$ cat src/rtl/route_pool_pkg.sv
package route_pool_pkg;
  typedef enum logic [1:0] {
    CAP_DIRECT = 2'd0,
    CAP_REG    = 2'd1,
    CAP_LATCH  = 2'd2,
    CAP_RSVD   = 2'd3
  } cap_mode_e;

  localparam int FIELDS_PER_CELL = 8;
  localparam int TERM_OE   = 4;
  localparam int TERM_GATE = 5;
  localparam int TERM_SEL0 = 6;
  localparam int TERM_SEL1 = 7;
endpackage

$ cat src/rtl/rp_capture.sv
module rp_capture
  import route_pool_pkg::*;
(
  input  logic      clk,
  input  logic      rst,
  input  logic      pad,
  input  logic      en,
  input  cap_mode_e mode,
  output logic      val
);
  logic st;

  always_comb begin
    case (mode)
      CAP_REG:   val = st;
      CAP_LATCH: val = en ? pad : st;
      default:   val = pad;
    endcase
  end

  always_ff @(posedge clk) begin
    if (rst)                  st <= 1'b0;
    else if (mode == CAP_REG) st <= en ? pad : st;
    else                      st <= val;
  end

  AST_REG_TAKES_PAD: assert property (@(posedge clk) disable iff (rst)
    (mode == CAP_REG && en) |=> (mode != CAP_REG || val == $past(pad)));
endmodule

$ cat src/rtl/rp_cfg.sv
module rp_cfg #(
  parameter int N  = 16,
  parameter int M  = 4,
  parameter int IW = 4,
  parameter int AW = 6
) (
  input  logic                      clk,
  input  logic                      rst,
  input  logic                      cfg_valid,
  input  logic [AW-1:0]             cfg_addr,
  input  logic [IW:0]               cfg_data,
  output logic [M-1:0][7:0][IW:0]   fld,
  output logic [N-1:0][2:0]         pmode,
  output logic                      cfg_err
);
  localparam int QW       = IW - 2;
  localparam int CELL_END = M * 8;
  localparam int MAP_END  = M * 8 + N;
  localparam int CW       = $clog2(M);

  logic          legal, to_cell;
  logic [CW-1:0] wr_cell;
  logic [2:0]    wr_fld;
  logic [IW-1:0] wr_pad;

  always_comb begin
    to_cell = int'(cfg_addr) < CELL_END;
    wr_cell = CW'(cfg_addr >> 3);
    wr_fld  = cfg_addr[2:0];
    wr_pad  = IW'(int'(cfg_addr) - CELL_END);
    if (to_cell)                      legal = (cfg_data[IW-1:IW-2] == wr_fld[1:0]);
    else if (int'(cfg_addr) < MAP_END) legal = (cfg_data[1:0] != 2'd3);
    else                               legal = 1'b0;
  end

  always_ff @(posedge clk) begin
    if (rst) begin
      for (int c = 0; c < M; c++)
        for (int f = 0; f < 8; f++)
          fld[c][f] <= {1'b0, 2'(f), {QW{1'b0}}};
      pmode   <= '0;
      cfg_err <= 1'b0;
    end else if (cfg_valid) begin
      if (!legal)       cfg_err <= 1'b1;
      else if (to_cell) fld[wr_cell][wr_fld] <= cfg_data;
      else              pmode[wr_pad] <= cfg_data[2:0];
    end
  end

  AST_BAD_WRITE_FLAGS: assert property (@(posedge clk) disable iff (rst)
    (cfg_valid && !legal) |=> cfg_err);
  AST_BAD_WRITE_KEEPS: assert property (@(posedge clk) disable iff (rst)
    (cfg_valid && !legal) |=> ($stable(fld) && $stable(pmode)));
  AST_ERR_STICKY: assert property (@(posedge clk) disable iff (rst)
    cfg_err |=> cfg_err);
endmodule

$ cat src/rtl/rp_cell.sv
module rp_cell
  import route_pool_pkg::*;
#(
  parameter int N  = 16,
  parameter int IW = 4
) (
  input  logic                clk,
  input  logic                rst,
  input  logic [N-1:0]        cap,
  input  logic [7:0][IW:0]    cfg,
  output logic                out,
  output logic                oe
);
  logic [7:0] term;
  logic [3:0] legs;
  logic [1:0] sel;
  logic       gate, hold;

  for (genvar k = 0; k < FIELDS_PER_CELL; k++) begin : g_term
    assign term[k] = cap[cfg[k][IW-1:0]] ^ cfg[k][IW];
  end

  assign legs = term[3:0];
  assign sel  = {term[TERM_SEL1], term[TERM_SEL0]};
  assign gate = term[TERM_GATE];
  assign oe   = term[TERM_OE];
  assign out  = gate ? legs[sel] : hold;

  always_ff @(posedge clk) begin
    if (rst) hold <= 1'b0;
    else     hold <= out;
  end

  AST_CLOSED_GATE_HOLDS: assert property (@(posedge clk) disable iff (rst)
    !gate |=> (gate || $stable(out)));
endmodule

$ cat src/rtl/route_pool.sv
module route_pool
  import route_pool_pkg::*;
#(
  parameter int N = 16,
  parameter int M = 4,
  localparam int IW = $clog2(N),
  localparam int AW = $clog2(M * 8 + N + 1)
) (
  input  logic          clk,
  input  logic          rst,
  input  logic [N-1:0]  pad_in,
  input  logic          dstb,
  input  logic          cfg_valid,
  output logic          cfg_ready,
  input  logic [AW-1:0] cfg_addr,
  input  logic [IW:0]   cfg_data,
  output logic          cfg_err,
  output logic [M-1:0]  cell_out,
  output logic [M-1:0]  cell_oe
);
  logic [M-1:0][7:0][IW:0] fld;
  logic [N-1:0][2:0]       pmode;
  logic [N-1:0]            cap;

  assign cfg_ready = 1'b1;

  rp_cfg #(.N(N), .M(M), .IW(IW), .AW(AW)) u_cfg (
    .clk(clk), .rst(rst), .cfg_valid(cfg_valid), .cfg_addr(cfg_addr),
    .cfg_data(cfg_data), .fld(fld), .pmode(pmode), .cfg_err(cfg_err)
  );

  for (genvar p = 0; p < N; p++) begin : g_pad
    rp_capture u_cap (
      .clk(clk), .rst(rst), .pad(pad_in[p]),
      .en(pmode[p][2] ? dstb : 1'b1),
      .mode(cap_mode_e'(pmode[p][1:0])), .val(cap[p])
    );
  end

  for (genvar c = 0; c < M; c++) begin : g_cell
    rp_cell #(.N(N), .IW(IW)) u_cell (
      .clk(clk), .rst(rst), .cap(cap), .cfg(fld[c]),
      .out(cell_out[c]), .oe(cell_oe[c])
    );
  end
endmodule

$ cat config.mk
export PLATFORM = sky130hd
export DESIGN_NAME = route_pool
export DESIGN_NICKNAME = d
export VERILOG_FILES = /design/src/rtl/route_pool_pkg.sv /design/src/rtl/rp_capture.sv /design/src/rtl/rp_cfg.sv /design/src/rtl/rp_cell.sv /design/src/rtl/route_pool.sv
export SDC_FILE = /design/constraint.sdc
export NUM_CORES = 1
export LEC_CHECK = 0
export BUFFER_PORTS_ARGS = -buffer_cell sky130_fd_sc_hd__buf_2
export CAP_MARGIN = 20
export CORE_UTILIZATION = 25
export CTS_CLUSTER_DIAMETER = 120
export DETAILED_ROUTE_END_ITERATION = 10
export HOLD_SLACK_MARGIN = 0.08
export SYNTH_ARGS = -nofsm -noshare
export SYNTH_HDL_FRONTEND = slang
export SYNTH_HIERARCHICAL = 1
export SYNTH_SLANG_ARGS = --single-unit
$ cat constraint.sdc
create_clock -name clk -period 6.5 [get_ports clk]
set_input_delay 1.3 -clock clk [delete_from_list [all_inputs] [get_ports clk]]
set_output_delay 1.3 -clock clk [all_outputs]
set_load 0.03 [all_outputs]
==> results.cfg, run 1 <==
[global_route]
grt_max_degree = 125
grt_use_total_pct = 13.3
grt_pass1_wl_um = 62600
overflow = 0
antenna_found_initial = 4
grt_pass1_vias = 10856

[cells_and_area]
drive_above_1_share_pct = 23.9
n_fill_cell = 5899
fin_nets = 1319
layout_commonest_cell = dfxtp_1
area_delta_synth_final_pct = 14.2
regArea_um2 = 4580
final_util_pct = 28.9
final_cell_mix = 229 x dfxtp_1, 208 x mux2i_1, 162 x nand2b_1
n_antenna_cell = 0
multi_input_area_um2 = 9610
postLayoutCellArea_um2 = 16700

[critical_path]
path_cells = buf_2 > nand2b_1 > nor4bb_1 > a31oi_1 > o211ai_1 > buf_4 > mux4_2 > mux4_2 > xnor2_1 > o21ai_0 > o2111a_1 > or3_1 > buf_2
cp.arrival_ns = 4.74
slowest_stage = mux4_2
cpPeakStageDelay_ns = 0.51
critPathKind = primary input to output pin
end_kind = output pin
critPathRequiredTime_ns = 5.20
path_delay_family = multiplexers
path_max_fanout = 32
critPathLaunchType = primary input
crit_buf_inv = 3

[synth]
yosysSeqAreaShare_pct = 31.4
avgSynthCellArea_um2 = 11.9
synth_area_um2 = 14600
async_reset_ff_share_pct = 0
ys.warnings.count = 6
ys_types = 53
synth-main-ff-cell = dfxtp_1
synthCells = 1227
synth_nets = 1290
synth-edff-count = 0
ys_ff_latch = 229

[placed_design]
gp_congestion = 0.758
hpwl_um = 23900
portBuffers = 39
place_area_um2 = 15800

[clocking]
root_buffer = clkbuf_16
cts_tree = done
post-cts-setup-buffer-count = 0
clock-sinks = 229
clk_path_buf_depth = 3
holdBufCountCts = 0
cts_inserted_buffers = 27
h-tree-depth = 1
cts_resized = 0
clk_pin_slew_worst_paths_ns = 0.06
clkLatencyLatePin_ns = 0.55

[sta]
relSlewSlack_pct = 32.1
report.final.setup_viol = 0
fmax_mhz = 165
worst_pin_slew_ns = 1.01
fin_crit_sh_pct = 93.0
clock_skew_ns = 0.00817
drv_slew = 0
tns_ns = 0
period_needed_ns = 6.04
hold_violations = 0
rsz0062_at_grt = no
whs_ns = 0.474

[floorplanning]
core_area_um2 = 57700
fp.dieH_um = 244
rows = 88
pin_count = 41
initial_core_util_pct = 25.3
die_area_um2 = 59400
die_w_um = 244

[drt]
wl_per_cell_um = 19.8
drtIter0Drc = 680
finalWirelength_um = 40300
vias_per_cell = 5.21
first_pass_iters = 5
ant_nets = 0
vias = 10625
drc = 0

[outcome]
status = complete, no violations

[job]
drv_cap = 0

[pwr]
p_per_area_nw_per_um2 = 202
vdd_drop_max_mv = 0.165
leakage_nw = 6.81

[worst_hold_path]
hold_path.class = flip-flop to flip-flop
-- sequential cells by signal, indices dropped and copies added (netlist names) --
register and count:
g_pad.u_cap/st 16, u_cfg/fld 160, u_cfg/cfg_err 1, u_cfg/pmode 48, g_cell.u_cell/hold 4
-- worst paths after layout --
kind                                start                                to  depth (start not counted)  slack, ns
max                                  dstb                       cell_out[0]                         13       0.46
min            u_cfg/fld[98]$_SDFFE_PP1P_        u_cfg/fld[98]$_SDFFE_PP1P_                          1       0.47
max reg2reg  u_cfg/pmode[12]$_SDFFE_PP0P_  g_cell[1].u_cell/hold$_SDFF_PP0_                         12       2.99
min reg2reg    u_cfg/fld[98]$_SDFFE_PP1P_        u_cfg/fld[98]$_SDFFE_PP1P_                          1       0.47
-- metrics by stage --
step | std cells | setup WS, ns | power [mW]
finish | 2038 | 0.457 | 3.36
detailed placement | 1991 | 0.433 | 1.83
floorplan | 1227 | 0.725 | 1.69
global placement | 1991 | 0.538 | 1.82
global route | 2038 | 0.262 | 3.48
CTS | 2037 | 0.431 | 3.40
-- worst register-to-register path: cells and delay by family, from the launching register on --
family	cells	cell delay, ns
flops	1	0.37
mux	3	0.93
fa+ha+maj	1	0.34
simple gates	2	0.55
buf+inv	2	0.33
compound gates	4	0.87
-- final cells by class --
cell class	count	share of cell area (%)
clock buffers	43	4.83
clock inverters	3	0.540
inverters	38	0.855
multi-input cells	897	57.7
flip-flops and latches	229	27.5
well taps	765	5.74
repair buffers	63	2.89
-- power breakdown --
part           switching (mW)  internal [mW]  leakage [nW]
combinational           0.226          0.155          4.52
sequential            0.00654           1.41          1.85
clock                   0.605          0.956         0.436
total                   0.837           2.53          6.81
-- routing by layer --
metal | global-route usage, % | part of all wire (%)
met1 | 18.1 | 44
met2 | 21.1 | 46
met3 | 2.86 | 7.8
met4 | 3.60 | 2.4
met5 | 0 | 0.025
-- Yosys cell counts, types with 17 or more instances --
cell,count,area [um^2]
dfxtp_1,229,4580
mux2i_1,208,2080
nand2b_1,164,1030
mux4_2,130,2930
clkbuf_1,42,158
nand4_1,40,250
nand2_1,39,146
inv_1,38,143
ha_1,32,400
and3b_1,30,263
a21oi_1,18,90.1
or3b_1,17,149
-- cells by family after synthesis --
kind of cell	after synthesis	share of synthesized area, %
buf+inv	101	3.00
mux	356	37.0
fa+ha+maj	32	2.74
flops	229	31.4
xor+xnor	30	2.01
compound gates	82	4.68
simple gates	396	19.2
other cells	1	0.0257
(Power assumes the default switching activity.)
==> inputs of run 2 (changes only) <==
--- a/config.mk
+++ b/config.mk
@@ -7,10 +7,12 @@
 export LEC_CHECK = 0
 export BUFFER_PORTS_ARGS = -buffer_cell sky130_fd_sc_hd__buf_2
 export CAP_MARGIN = 20
-export CORE_UTILIZATION = 25
+export CORE_UTILIZATION = 64
 export CTS_CLUSTER_DIAMETER = 120
 export DETAILED_ROUTE_END_ITERATION = 10
 export HOLD_SLACK_MARGIN = 0.08
+export PLACE_DENSITY = 0.82
+export RECOVER_POWER = 25
 export SYNTH_ARGS = -nofsm -noshare
 export SYNTH_HDL_FRONTEND = slang
 export SYNTH_HIERARCHICAL = 1
==> run 2 against run 1 <==
Against the previous run: the run now ends with capacitance limit, slew limit left; non-clock buffer count unchanged; largest cell class unchanged; sequential share of layout area increased by 1.5 points; sequential cell count unchanged; final cell count decreased by 24%; final area decreased by 5.2%; clock power decreased by 11%; critical endpoint unchanged.
==> results.cfg, run 2 (synthesis gave the netlist of run 1 again) <==
[critical_path]
cpPeakStageDelay_ns = 0.47
r2r_slack_ns = 2.87
r2r-start = u_cfg/pmode[0]$_SDFFE_PP0P_
end_kind = output pin
path_max_fanout = 17
critPathRequiredTime_ns = 5.20
reg2regPathDepth = 14
critPathKind = primary input to output pin
path_cells = buf_2 > nand2b_1 > nor4bb_1 > a31oi_1 > o211ai_1 > buf_4 > buf_4 > mux4_2 > mux4_2 > xnor2_1 > o21ai_0 > o211a_1 > or3_1 > buf_2
reg2reg_to = g_cell[3].u_cell/hold$_SDFF_PP0_
slowest_stage = mux4_2
cp.arrival_ns = 4.80
critPathLaunchType = primary input

[sta]
relSlewSlack_pct = -210
worst_pin_slew_ns = 4.64
tns_ns = 0
fmax_mhz = 164
period_needed_ns = 6.10
drv_slew = 124
fin_crit_sh_pct = 93.8
rsz0062_at_grt = no
report.final.setup_viol = 0
clock_skew_ns = 0.0135
hold_violations = 0

[worst_hold_path]
hold_path_depth = 1
hold_path.class = flip-flop to flip-flop
holdPathEnd = u_cfg/fld[47]$_SDFFE_PP1P_
min_from = u_cfg/fld[47]$_SDFFE_PP1P_

[drt]
vias_per_cell = 6.95
ant_nets = 0
vias = 10784
drc = 0
drtIter0Drc = 943
wl_met3_um = 4000
finalWirelength_um = 36700
top_layer_used = met4
dr_wl_met2_um = 17400
first_pass_iters = 7
wl_per_cell_um = 23.6
met1Wirelength_um = 13600

[floorplanning]
die_w_um = 153
core_area_um2 = 22100
die_area_um2 = 23400
initial_core_util_pct = 66.1
pin_count = 41
fp.dieH_um = 153
rows = 54

[cells_and_area]
regMostFlops = u_cfg/fld
final_util_pct = 71.5
drive_above_1_share_pct = 23.0
n_antenna_cell = 0
layout_commonest_cell = dfxtp_1
n_fill_cell = 1546
fin_nets = 1317
area_delta_synth_final_pct = 8.25
final_cell_mix = 229 x dfxtp_1, 208 x mux2i_1, 164 x nand2b_1
reg.largest.list = u_cfg/fld: 160 flops, u_cfg/pmode: 48 flops, g_pad.u_cap/st: 16 flops
largest_reg_flops = 160

[global_route]
grt_use_total_pct = 31.5
grt_pass1_vias = 11004
overflow = 0
grt_pass1_wl_um = 58300
grt_max_degree = 124
antenna_found_initial = 0

[outcome]
violations = capacitance limit, slew limit
status = finished, violations left

[clocking]
holdBufCountCts = 0
clk_pin_slew_worst_paths_ns = 0.06
post-cts-setup-buffer-count = 0
clk_path_buf_depth = 3
clkLatencyLatePin_ns = 0.54
h-tree-depth = 1
root_buffer = clkbuf_16
clock-sinks = 229
cts_resized = 0
cts_tree = done
cts_inserted_buffers = 25

[placed_design]
hpwl_um = 22000
portBuffers = 39
gp_congestion = 0.806

[job]
drv_cap = 1

[pwr]
leakage_nw = 6.70
p_per_area_nw_per_um2 = 201
vdd_drop_max_mv = 0.219
## run 2: cell count changes in the layout (fill, tap and decap cells not counted), sizes merged
cell	previous run	this run
clkinv	0	8
inv	38	39
buf	63	59
bufinv	3	2
clkbuf	43	37
## run 2: worst max path at each step
stage                       end  depth (start not counted)  slack [ns]  from
global route        cell_out[0]                         14        0.20  dstb
floorplan           cell_out[0]                         11        0.72  dstb
global placement    cell_out[0]                         14        0.50  dstb
CTS                 cell_out[0]                         14        0.43  dstb
detailed placement  cell_out[0]                         14        0.46  dstb
finish              cell_out[0]                         14        0.40  dstb
## run 2: power by group
group          internal, mW  switching (mW)  leakage (nW)
registers              1.41         0.00677          1.85
logic                 0.149           0.214          4.46
clock network         0.809           0.582         0.394
total                  2.37           0.803          6.70
## run 2: area by class of cell
class	instances	area [um^2]	share of cell area (%)
multi-input cells	897	9560	60.5
flip-flops and latches	229	4580	29.0
inverters	38	143	0.903
clock inverters	11	113	0.713
repair buffers	63	382	2.41
clock buffers	33	676	4.28
well taps	280	350	2.22
## run 2: per-layer routing
layer	GRT usage, %	up-vias
met5	0	-
met4	15.0	0
met3	6.80	136
met2	52.3	624
met1	39.2	5214
li1	-	4810
## run 2: worst max-delay path, delay by kind of cell
family | cells | cell delay (ns)
AND/OR/NAND/NOR | 3 | 0.67
AO/OA/AOI/OAI | 4 | 0.68
XOR/XNOR | 1 | 0.24
buffers and inverters | 4 | 0.95
multiplexers | 2 | 0.94
## run 2: metrics by stage
stage	total power [mW]	hold WS [ns]	area, um^2	cells	setup slack [ns]
floorplan	1.69	0.424	14600	1227	0.725
global placement	1.80	0.447	15100	1507	0.505
detailed placement	1.80	0.444	15100	1507	0.463
CTS	3.19	0.462	15900	1551	0.433
global route	3.26	0.496	15800	1551	0.203
finish	3.17	0.469	15800	1551	0.401
